==> src/rtl/tbu_pkg.sv <==
package tbu_pkg;
  typedef enum logic [1:0] {
    REG_SCTL   = 2'd0,
    REG_TMODE  = 2'd1,
    REG_RELOAD = 2'd2
  } reg_addr_e;

  localparam logic [1:0] SMODE_ASYNC8     = 2'b01;
  localparam logic [1:0] TMODE_AUTORELOAD = 2'b10;
  localparam int         SCTL_REN         = 4;
  localparam int         SCTL_TXF         = 1;
  localparam int         SCTL_RXF         = 0;
endpackage

==> src/rtl/tbu_baud_gen.sv <==
module tbu_baud_gen #(
  parameter int PRESCALE     = 12,
  parameter int OVF_PER_TICK = 2
) (
  input  logic       clk,
  input  logic       rst_n,
  input  logic       run,
  input  logic       load,
  input  logic [7:0] load_val,
  output logic       tick
);
  localparam int PW = (PRESCALE > 1) ? $clog2(PRESCALE) : 1;
  localparam int DW = (OVF_PER_TICK > 1) ? $clog2(OVF_PER_TICK) : 1;

  logic [PW-1:0] pre;
  logic [DW-1:0] div;
  logic [7:0]    tl, reload;
  logic          mc, ovf;

  assign mc   = (pre == PW'(PRESCALE - 1));
  assign ovf  = run && mc && (tl == 8'hFF);
  assign tick = ovf && (div == DW'(OVF_PER_TICK - 1));

  always_ff @(posedge clk) begin
    if (!rst_n) begin
      pre    <= '0;
      div    <= '0;
      tl     <= '0;
      reload <= '0;
    end else if (load) begin
      pre    <= '0;
      div    <= '0;
      tl     <= load_val;
      reload <= load_val;
    end else begin
      pre <= mc ? '0 : pre + 1'b1;
      if (run && mc) begin
        if (tl == 8'hFF) begin
          tl  <= reload;
          div <= (div == DW'(OVF_PER_TICK - 1)) ? '0 : div + 1'b1;
        end else begin
          tl <= tl + 8'd1;
        end
      end
    end
  end
endmodule

==> src/rtl/tbu_tx.sv <==
module tbu_tx #(
  parameter int OVS   = 16,
  parameter int DBITS = 8
) (
  input  logic             clk,
  input  logic             rst_n,
  input  logic             en,
  input  logic             tick,
  input  logic             s_valid,
  output logic             s_ready,
  input  logic [DBITS-1:0] s_data,
  output logic             txd,
  output logic             stop_start
);
  localparam int FRAME = DBITS + 2;
  localparam int IW    = $clog2(FRAME);
  localparam int SW    = $clog2(OVS);

  logic             busy;
  logic [IW-1:0]    idx;
  logic [SW-1:0]    sub;
  logic [FRAME-1:0] shf;
  logic             bit_end;

  assign s_ready    = en && !busy;
  assign txd        = shf[0];
  assign bit_end    = busy && tick && (sub == SW'(OVS - 1));
  assign stop_start = bit_end && (idx == IW'(FRAME - 2));

  always_ff @(posedge clk) begin
    if (!rst_n) begin
      busy <= 1'b0;
      idx  <= '0;
      sub  <= '0;
      shf  <= '1;
    end else if (s_valid && s_ready) begin
      busy <= 1'b1;
      idx  <= '0;
      sub  <= '0;
      shf  <= {1'b1, s_data, 1'b0};
    end else if (busy && tick) begin
      if (bit_end) begin
        sub <= '0;
        shf <= {1'b1, shf[FRAME-1:1]};
        if (idx == IW'(FRAME - 1)) busy <= 1'b0;
        else                       idx  <= idx + 1'b1;
      end else begin
        sub <= sub + 1'b1;
      end
    end
  end
endmodule

==> src/rtl/tbu_rx.sv <==
module tbu_rx #(
  parameter int OVS   = 16,
  parameter int DBITS = 8
) (
  input  logic             clk,
  input  logic             rst_n,
  input  logic             en,
  input  logic             tick,
  input  logic             rxd,
  input  logic             hold_free,
  output logic             got,
  output logic [DBITS-1:0] data
);
  localparam int FRAME = DBITS + 2;
  localparam int IW    = $clog2(FRAME);
  localparam int SW    = $clog2(OVS);
  localparam int MID   = OVS / 2;

  logic          s1, s2, prev, active, maj, vote_pt;
  logic [1:0]    smp;
  logic [IW-1:0] idx;
  logic [SW-1:0] sub;
  logic [DBITS-1:0] shf;

  assign maj     = (smp[0] & smp[1]) | (smp[0] & s2) | (smp[1] & s2);
  assign vote_pt = active && en && tick && (sub == SW'(MID + 1));
  assign got     = vote_pt && (idx == IW'(FRAME - 1)) && maj && hold_free;
  assign data    = shf;

  always_ff @(posedge clk) begin
    if (!rst_n) begin
      s1 <= 1'b1; s2 <= 1'b1; prev <= 1'b1;
      active <= 1'b0;
      idx <= '0; sub <= '0; smp <= '0; shf <= '0;
    end else begin
      s1 <= rxd;
      s2 <= s1;
      if (tick) prev <= s2;
      if (!en) begin
        active <= 1'b0;
      end else if (tick) begin
        if (!active) begin
          if (prev && !s2) begin
            active <= 1'b1;
            idx    <= '0;
            sub    <= '0;
          end
        end else begin
          if (sub == SW'(MID - 1)) smp[0] <= s2;
          if (sub == SW'(MID))     smp[1] <= s2;
          if (vote_pt) begin
            if (idx == '0) begin
              if (maj) active <= 1'b0;
            end else if (idx == IW'(FRAME - 1)) begin
              active <= 1'b0;
            end else begin
              shf <= {maj, shf[DBITS-1:1]};
            end
          end
          if (sub == SW'(OVS - 1)) begin
            sub <= '0;
            idx <= idx + 1'b1;
          end else begin
            sub <= sub + 1'b1;
          end
        end
      end
    end
  end
endmodule

==> src/rtl/timer_baud_uart.sv <==
module timer_baud_uart
  import tbu_pkg::*;
#(
  parameter int PRESCALE     = 12,
  parameter int OVF_PER_TICK = 2,
  parameter int OVS          = 16
) (
  input  logic       clk,
  input  logic       rst_n,
  input  logic       cfg_we,
  input  logic [1:0] cfg_addr,
  input  logic [7:0] cfg_wdata,
  output logic [7:0] ctrl_q,
  input  logic       tx_valid,
  output logic       tx_ready,
  input  logic [7:0] tx_data,
  output logic       rx_valid,
  input  logic       rx_ready,
  output logic [7:0] rx_data,
  output logic       txd,
  input  logic       rxd
);
  logic [7:0] sctl;
  logic [1:0] tsel;
  logic       tick, tx_en, rx_en, tx_stop, rx_got, wr_sctl;
  logic [7:0] rx_word;

  assign wr_sctl = cfg_we && (cfg_addr == REG_SCTL);
  assign tx_en   = (sctl[7:6] == SMODE_ASYNC8);
  assign rx_en   = tx_en && sctl[SCTL_REN];
  assign ctrl_q  = sctl;

  tbu_baud_gen #(.PRESCALE(PRESCALE), .OVF_PER_TICK(OVF_PER_TICK)) u_baud (
    .clk(clk), .rst_n(rst_n),
    .run(tsel == TMODE_AUTORELOAD),
    .load(cfg_we && (cfg_addr == REG_RELOAD)),
    .load_val(cfg_wdata),
    .tick(tick)
  );

  tbu_tx #(.OVS(OVS), .DBITS(8)) u_tx (
    .clk(clk), .rst_n(rst_n), .en(tx_en), .tick(tick),
    .s_valid(tx_valid), .s_ready(tx_ready), .s_data(tx_data),
    .txd(txd), .stop_start(tx_stop)
  );

  tbu_rx #(.OVS(OVS), .DBITS(8)) u_rx (
    .clk(clk), .rst_n(rst_n), .en(rx_en), .tick(tick), .rxd(rxd),
    .hold_free(!rx_valid), .got(rx_got), .data(rx_word)
  );

  always_ff @(posedge clk) begin
    if (!rst_n) begin
      sctl     <= '0;
      tsel     <= '0;
      rx_valid <= 1'b0;
      rx_data  <= '0;
    end else begin
      if (wr_sctl) sctl[7:2] <= cfg_wdata[7:2];
      if (tx_stop)      sctl[SCTL_TXF] <= 1'b1;
      else if (wr_sctl) sctl[SCTL_TXF] <= sctl[SCTL_TXF] & cfg_wdata[SCTL_TXF];
      if (rx_got)       sctl[SCTL_RXF] <= 1'b1;
      else if (wr_sctl) sctl[SCTL_RXF] <= sctl[SCTL_RXF] & cfg_wdata[SCTL_RXF];
      if (cfg_we && (cfg_addr == REG_TMODE)) tsel <= cfg_wdata[5:4];
      if (rx_got) begin
        rx_valid <= 1'b1;
        rx_data  <= rx_word;
      end else if (rx_valid && rx_ready) begin
        rx_valid <= 1'b0;
      end
    end
  end
endmodule

==> config.mk <==
export PLATFORM = sky130hd
export DESIGN_NAME = timer_baud_uart
export DESIGN_NICKNAME = d
export VERILOG_FILES = /design/src/rtl/tbu_pkg.sv /design/src/rtl/tbu_baud_gen.sv /design/src/rtl/tbu_tx.sv /design/src/rtl/tbu_rx.sv /design/src/rtl/timer_baud_uart.sv
export SDC_FILE = /design/constraint.sdc
export NUM_CORES = 1
export LEC_CHECK = 0
export BUFFER_PORTS_ARGS = -buffer_cell sky130_fd_sc_hd__buf_2
export CAP_MARGIN = 10
export CORE_ASPECT_RATIO = 0.5
export CORE_UTILIZATION = 53
export CTS_CLUSTER_SIZE = 28
export DETAILED_ROUTE_END_ITERATION = 10
export GPL_ROUTABILITY_DRIVEN = 0
export PLACE_DENSITY = 0.76
export SYNTH_ARGS = -nofsm -noshare
export SYNTH_HDL_FRONTEND = slang
export SYNTH_SLANG_ARGS = --single-unit
export TNS_END_PERCENT = 30
==> constraint.sdc <==
create_clock -name clk -period 1.8 [get_ports clk]
set_input_delay 0.09 -clock clk [delete_from_list [all_inputs] [get_ports clk]]
set_output_delay 0.09 -clock clk [all_outputs]
set_load 0.01 [all_outputs]
==> metrics.md, run 1 <==
| Metric | Value |
|---|---|
| Outcome | `complete, no violations` |
| YS warnings | `0` |
| CP top delay family | `compound AO/OA/AOI/OAI gates` |
| Worst Tran Pin Value | `a little under 0.6 ns` |
| Peak supply drop | `between 500 and 600 µV` |
| Root buffer cell | `clkbuf_16` |
| Slew HR | `between 60% and 70%` |
| Crit path DAT | `approximately 1.9 ns` |
| Layout Utilization | `slightly below 70%` |
| PD cells | `about 760 nW/µm²` |
| Fmax | `roughly 0.58 GHz` |
| Number of global-route vias before repair | `approximately 3500` |
| Tot GR Track Use | `between 20% and 30%` |
| Port buffer count | `42` |
| GRT overflow | `0` |
| Post-synth EDFFs | `0` |
| Nets | `between 500 and 600` |
| Hold/Removal Path Class | `input port to register` |
| Layout cell share with drive strength beyond 1 | `a little under a quarter` |
| Final Max Slew Viols | `0` |
| Worst Path Max Fanout | `8` |
| # diodes | `0` |
| Htree depth | `3` |
| Mapped Area | `4030 µm²` |
| R2r endpoint | `u_rx.data[0]$_SDFFE_PN0P_` |
| Seq/Total Area, Yosys | `around two fifths` |
| Drt initial violations | `approximately 370` |
| Post-synth ARST share | `0%` |
| Worst-case reg-to-reg path depth | `6` |
| Pre-CTS WS | `around 0.013 ns` |
| Routed vias | `slightly below 4000` |
| Yosys reg bits | `80` |
| Fin. Hold Viols | `0` |
| Drt via density | `6.00` |
| Main synth FF type | `dfxtp_1` |
| CTS max path bufs | `2` |
| Final Power | `~3.8 mW` |
| Crit Path Class | `register to register` |
| Hold_sp | `cfg_wdata[7]` |
| Max-cap violations | `0` |
| Final Cell Area | `4970 µm²` |
| Die area | `around 8000 µm²` |
| Fill cells | `613` |
| Clock slew at reported path FFs | `0.05 ns` |
| Initial Util | `54.8%` |
| TritonCTS clock tree | `done` |
| Buf+Inv Stages, Crit Path | `1` |
| Setup ws final | `between 0.08 and 0.09 ns` |
| Detail Route Antenna Nets | `0` |
| Final wirelength | `approximately 10000 µm` |
| Final Setup Violations | `0` |
| CP required | `roughly 2 ns` |
| Area grow syn2layout | `23.5%` |
| Unique masters post-synth | `54` |
| RSZ-0062 raised after global routing | `yes` |
| First-pass GRT wire length | `approximately 17000 µm` |
| Hold endpoint | `ctrl_q[7]$_SDFFE_PN0P_` |
| Chip Height | `roughly 64 µm` |
| Initial antenna violation count | `0` |
| Num ports | `between 40 and 50` |
| Mean post-synth cell area | `approximately 8.4 µm²` |
| Number of standard cells after synthesis | `478` |
| Largest stage delay, worst path | `just under 0.4 ns` |
| Cts bufs inserted | `9` |
| Cells along the critical path | `inv_1, ha_1, mux2i_1, o2111ai_1, o21ai_0, a21oi_1` |
| Syn nets | `between 500 and 600` |
| Startpoint types | `register` |
| DRC | `0` |
| Drt pass-1 iters | `7` |
| Slowest CP cell | `dfxtp_1` |
| Dpl cell area | `around 4600 µm²` |
| Reg2Reg Setup Slack | `between 0.08 and 0.09 ns` |
| DR WL/cell | `15.7 µm` |
| CTS sink count | `80` |
| CP endpoint kind | `register` |
| # rows | `22` |
| Clock skew | `roughly 0.0066 ns` |
| Detailed placement HPWL | `a little over 7000 µm` |
| RR Startpoint | `u_rx.idx[1]$_SDFFE_PN0P_` |
| Largest net degree at the start of global routing | `31` |
| Die X-Extent | `about 130 µm` |
| Cell leakage power | `approximately 1.9 nW` |
| Core Region | `approximately 7300 µm²` |
| Hold Path Stages | `3` |
| Worst skew pair latency | `0.34 ns` |
| Tmin final | `between 1.5 and 2 ns` |
| Period utilization | `95.1%` |
| CP Launch Point | `u_rx.idx[1]$_SDFFE_PN0P_` |
timing repair:
action | 4_1_cts | 5_1_grt
endpoints found under the setup margin | 4 | 39
hold endpoints to repair | 1 | 0
resized for setup | 1 | 17
setup buffers | 0 | 0
pin swaps | 0 | 3
hold buffers | 1 | 0
sequential cells by signal, summed over array words and instances (netlist names), 2 cells and up:
register / count
u_tx.shf: 9
ctrl_q: 8
rx_data: 8
u_baud.reload: 8
u_baud.tl: 8
u_rx.data: 8
u_baud.pre: 4
u_rx.idx: 4
u_rx.sub: 4
u_tx.idx: 4
u_tx.sub: 4
tsel: 2
u_rx.smp: 2
final cells by class:
type	instances	area [µm²]	share of cell area, %
clock inverter	5	50.0	1.01
tap	96	120	2.42
multi-input combinational	355	2310	46.6
inverter	12	45.0	0.906
clock buffer	9	225	4.53
timing repair buffer	93	608	12.2
sequential	80	1610	32.4
worst max-delay path by stage:
stage	to	cells after the start	slack [ns]
detailed placement	u_tx.idx[3]$_SDFFE_PP0P_	6	0.01
global route	u_rx.data[1]$_SDFFE_PN0P_	6	-0.02
global placement	u_rx.active$_SDFFE_PN0N_	6	0.09
CTS	u_tx.idx[3]$_SDFFE_PP0P_	6	0.005
finish	u_rx.data[0]$_SDFFE_PN0P_	6	0.09
floorplan	u_rx.sub[3]$_SDFFE_PN0P_	6	-0.01
stage by stage:
stage	TNS, ns	std cells	hold WS, ns
4_1_cts	0	650	0.00310
3_3_place_gp	0	635	0.270
2_1_floorplan	-0.0132	478	0.191
6_report	0	650	0.0145
3_5_place_dp	0	635	0.278
5_1_grt	-0.0228	650	0.0183
cells in the final DEF (no fill, tap or decap), types with 18 or more instances in the layout:
cell	Yosys	routed
nor2_1	20	20
buf_4	1	49
nor3_1	29	29
nand2_1	44	43
dfxtp_1	80	75
buf_2	6	42
a21oi_1	54	52
nand3_1	24	24
nand4_1	18	18
o31ai_1	19	19
o21ai_0	18	18
cell families (layout without fill, tap and decap cells):
family	count (synthesis)	after routing	share of synthesized area, %
buffers and inverters	43	119	4.66
DFF	80	80	39.8
xor gates and xnor gates	2	2	0.435
muxes	14	14	3.48
adders and majority gates	13	13	3.98
AOI/OAI and AO/OA	123	123	18.7
and+or+nand+nor	203	203	29.0
tightest hold or removal path: stages:
cell	delay, ns
buf_2	0.09
mux2i_1	0.06
nor2_1	0.07
layer usage:
| layer | up-vias | global-route usage (%) | share of wire, % |
|---|---|---|---|
| met5 | - | 0 | 0 |
| met4 | 0 | 11.4 | 2.0 |
| met3 | 20 | 6.71 | 4.1 |
| met2 | 110 | 43.9 | 46 |
| met1 | 1836 | 34.4 | 48 |
| li1 | 1935 | - | - |
synthesized netlist by cell type, types with 3 or more instances:
| master | instances | area share [%] |
|---|---|---|
| dfxtp_1 | 80 | 40 |
| a21oi_1 | 54 | 6.7 |
| nand2_1 | 44 | 4.1 |
| nor3_1 | 29 | 3.6 |
| nand3_1 | 24 | 3.0 |
| clkbuf_1 | 20 | 1.9 |
| nor2_1 | 20 | 1.9 |
| o31ai_1 | 19 | 3.5 |
| nand4_1 | 18 | 2.8 |
| o21ai_0 | 18 | 2.2 |
| mux2i_1 | 14 | 3.5 |
| ha_1 | 12 | 3.7 |
| inv_1 | 12 | 1.1 |
| a31oi_1 | 9 | 1.4 |
| or3_1 | 8 | 1.2 |
| buf_2 | 6 | 0.75 |
| nor3b_1 | 6 | 1.1 |
| or4_1 | 6 | 1.1 |
| and4_1 | 5 | 1.1 |
| nor4_1 | 5 | 0.78 |
| and3_1 | 4 | 0.62 |
| and3b_1 | 4 | 0.87 |
| and4b_1 | 4 | 0.99 |
| nand2b_1 | 4 | 0.62 |
| nand3b_1 | 4 | 0.75 |
| nor2b_1 | 4 | 0.62 |
| and2_1 | 3 | 0.47 |
| o2111ai_1 | 3 | 0.65 |
| o21a_1 | 3 | 0.56 |
where the power goes:
group / switching [mW] / total [mW] / leakage [nW] / internal [mW]
clock: 0.692 / 1.74 / 0.141 / 1.05
combinational: 0.112 / 0.196 / 1.12 / 0.0845
sequential: 0.0217 / 1.82 / 0.650 / 1.80
total: 0.825 / 3.76 / 1.91 / 2.93
Note: power is estimated with default switching activity, not from simulation.
==> run 2, diff against run 1 <==
Settings changed: SYNTH_HIERARCHICAL set to 1.
==> run 2 against run 1 <==
Effect of this change: global-route usage decreased by 2.3 points; critical path depth increased by 4; sequential power about the same; sequential cell count unchanged; final cell count decreased by 8.2%; the flow now finishes with violations (negative setup slack); design area about the same; via count decreased by 13%; critical endpoint is now rx_data[6]$_SDFFE_PN0P_; largest cell class unchanged; maximum frequency decreased by 22%.
==> metrics.md, run 2 <==
| Metric | Value |
|---|---|
| Die area | `roughly 7700 µm²` |
| TritonCTS clock tree | `done` |
| Hold/Removal Path Class | `input port to register` |
| Tmin final | `between 2 and 2.5 ns` |
| Drt via density | `approximately 5.7` |
| FF+latch area | `between 1500 and 2000 µm²` |
| Final Setup Violations | `47` |
| Cell leakage power | `approximately 2 nW` |
| Outcome | `finished, violations left` |
| RSZ-0062 raised after global routing | `yes` |
| Syn nets | `455` |
| CTS sink count | `80` |
| PD cells | `approximately 800 nW/µm²` |
| Period utilization | `121%` |
| Setup ws final | `-0.386 ns` |
| Most common cell after layout, fill and taps aside | `dfxtp_1` |
| Clock skew | `0.00707 ns` |
| DRC | `0` |
| Largest net degree at the start of global routing | `47` |
| Startpoint types | `register` |
| Post-synth ARST share | `0%` |
| Final wirelength | `8900 µm` |
| Core Region | `a little under 7000 µm²` |
| Die X-Extent | `roughly 120 µm` |
| # diodes | `0` |
| Mapped Area | `a little under 4000 µm²` |
| Detailed placement HPWL | `about 6000 µm` |
| Crit Path Class | `register to register` |
| Drt initial violations | `191` |
| Layout cell share with drive strength beyond 1 | `28.1%` |
| CP required | `2.02 ns` |
| Detail Route Antenna Nets | `0` |
| Mean post-synth cell area | `between 9 and 10 µm²` |
| CP top delay family | `simple AND/OR/NAND/NOR gates` |
| Unique masters post-synth | `62` |
| Max reg flops | `9` |
| Htree depth | `3` |
| Post-synth EDFFs | `0` |
| GRT overflow | `0` |
| Fmax | `roughly 0.46 GHz` |
| Yosys reg bits | `80` |
| Cts bufs inserted | `9` |
| Number of standard cells after synthesis | `around 420` |
| Pre-CTS WS | `-0.464 ns` |
| # rows | `21` |
| Buf+Inv Stages, Crit Path | `1` |
| YS warnings | `6` |
| Routed vias | `around 3400` |
| Largest stage delay, worst path | `roughly 0.35 ns` |
| Reg2Reg Setup Slack | `-0.39 ns` |
| Final TNS setup | `-12.24 ns` |
| Slew HR | `between 60% and 70%` |
| Layout Utilization | `72.5%` |
| CTS max path bufs | `2` |
| Violated checks | `negative setup slack` |
| Max-cap violations | `0` |
| Num ports | `43` |
| CP endpoint kind | `register` |
| Drt pass-1 iters | `5` |
| Port buffer count | `42` |
| Seq/Total Area, Yosys | `about 41%` |
| Post-synth top cells | `80 x dfxtp_1, 44 x nand2_1, 37 x mux2i_1` |
| Fin. Hold Viols | `0` |
| DR WL/cell | `roughly 15 µm` |
| Root buffer cell | `clkbuf_16` |
| Chip Height | `roughly 62 µm` |
| Peak supply drop | `around 480 µV` |
| Final Power | `4.05 mW` |
| Initial antenna violation count | `0` |
| Main synth FF type | `dfxtp_1` |
| Worst skew pair latency | `0.33 ns` |
| Tot GR Track Use | `24.7%` |
| Clock slew at reported path FFs | `0.06 ns` |
| Nets | `between 500 and 600` |
| Fill cells | `496` |
| Commonest non-fill, non-tap cells in the layout | `75 x dfxtp_1, 43 x nand2_1, 42 x buf_2` |
| Final Max Slew Viols | `0` |
| Crit path DAT | `2.41 ns` |
| Multi-input logic area | `between 2000 and 2500 µm²` |
| Worst Path Max Fanout | `5` |
| Initial Util | `between 50% and 60%` |
| Cell taking the most area after synthesis | `dfxtp_1` |
| Cells along the critical path | `ha_4, nand4b_1, nor3_4, and2_4, and3_4, nand4_1, nor3_2, buf_6, mux2i_1, nor2b_1` |
| Number of global-route vias before repair | `about 3200` |
| Top reg by flops | `u_tx/shf` |
| Post-synth top area share | `around two fifths` |
| First-pass GRT wire length | `14800 µm` |
| Synth top area cells | `dfxtp_1 41%, mux2i_1 9.6%, nand2_1 4.3%` |
| Slowest CP cell | `dfxtp_2` |
| Most frequent cell after synthesis | `dfxtp_1` |
| Area grow syn2layout | `28.5%` |
| Worst Tran Pin Value | `0.578 ns` |
## run 2: logic make-up (layout without fill, tap and decap cells)
group,after synthesis,count (layout),synth area share (%)
fa+ha+maj,13,13,4.14
compound gates,81,81,14.6
simple gates,170,170,24.5
buf+inv,35,121,5.14
xor+xnor,3,3,0.679
flops,80,80,41.4
mux,37,37,9.57
## run 2: worst min-delay path: stages
cell and delay [ns]:
buf_2 0.08, nor2_1 0.04, o21ai_1 0.11
## run 2: cell type report
| type | instances | area share, % |
|---|---|---|
| Clock buffer | 14 | 5.51 |
| Multi-Input combinational cell | 304 | 45.0 |
| Inverter | 13 | 0.981 |
| Tap cell | 92 | 2.32 |
| Timing Repair Buffer | 92 | 12.7 |
| Clock inverter | 2 | 1.21 |
| Sequential cell | 80 | 32.3 |
## run 2: repair_timing
item / in CTS / in global routing
pin swaps: 19 / 9
cloned: 1 / 0
setup buffers: 6 / 2
endpoints found under the setup margin: 47 / 49
gates resized for setup: 18 / 18
endpoints found under the hold margin: 1 / 0
hold buffers: 1 / 0
## run 2: final timing paths
kind | from | endpoint | depth (start not counted)
worst min register to register | u_rx/s1$_SDFF_PN1_ | u_rx/s2$_SDFF_PN1_ | 1
worst max register to register | u_baud/pre[0]$_SDFF_PP0_ | rx_data[6]$_SDFFE_PN0P_ | 10
worst min-delay path | tx_data[7] | u_tx/shf[8]$_SDFFE_PN1P_ | 3
worst max-delay path | u_baud/pre[0]$_SDFF_PP0_ | rx_data[6]$_SDFFE_PN0P_ | 10
## run 2: through the flow
step	cell area, µm²	instances	hold slack [ns]
after floorplan	3920	419	0.163
after global placement	4400	571	0.290
after detailed placement	4400	571	0.294
after CTS	4890	595	0.0178
after global routing	4970	597	0.0255
final	4970	597	0.0274
## run 2: routing by layer
layer  track usage [%]  routed length, µm  vias up
li1                  -                  -     1674
met1              31.9               4230     1624
met2              39.9               4170       85
met3              6.84                451        8
met4              7.62                 48        0
met5                 0                  0        -
## run 2: where the power goes
| group | leakage, nW | internal [mW] | total [mW] | switching (mW) |
|---|---|---|---|---|
| sequential | 0.650 | 1.80 | 1.82 | 0.0205 |
| combinational | 1.18 | 0.101 | 0.216 | 0.115 |
| clock | 0.163 | 1.33 | 2.01 | 0.680 |
| total | 2.00 | 3.23 | 4.05 | 0.816 |
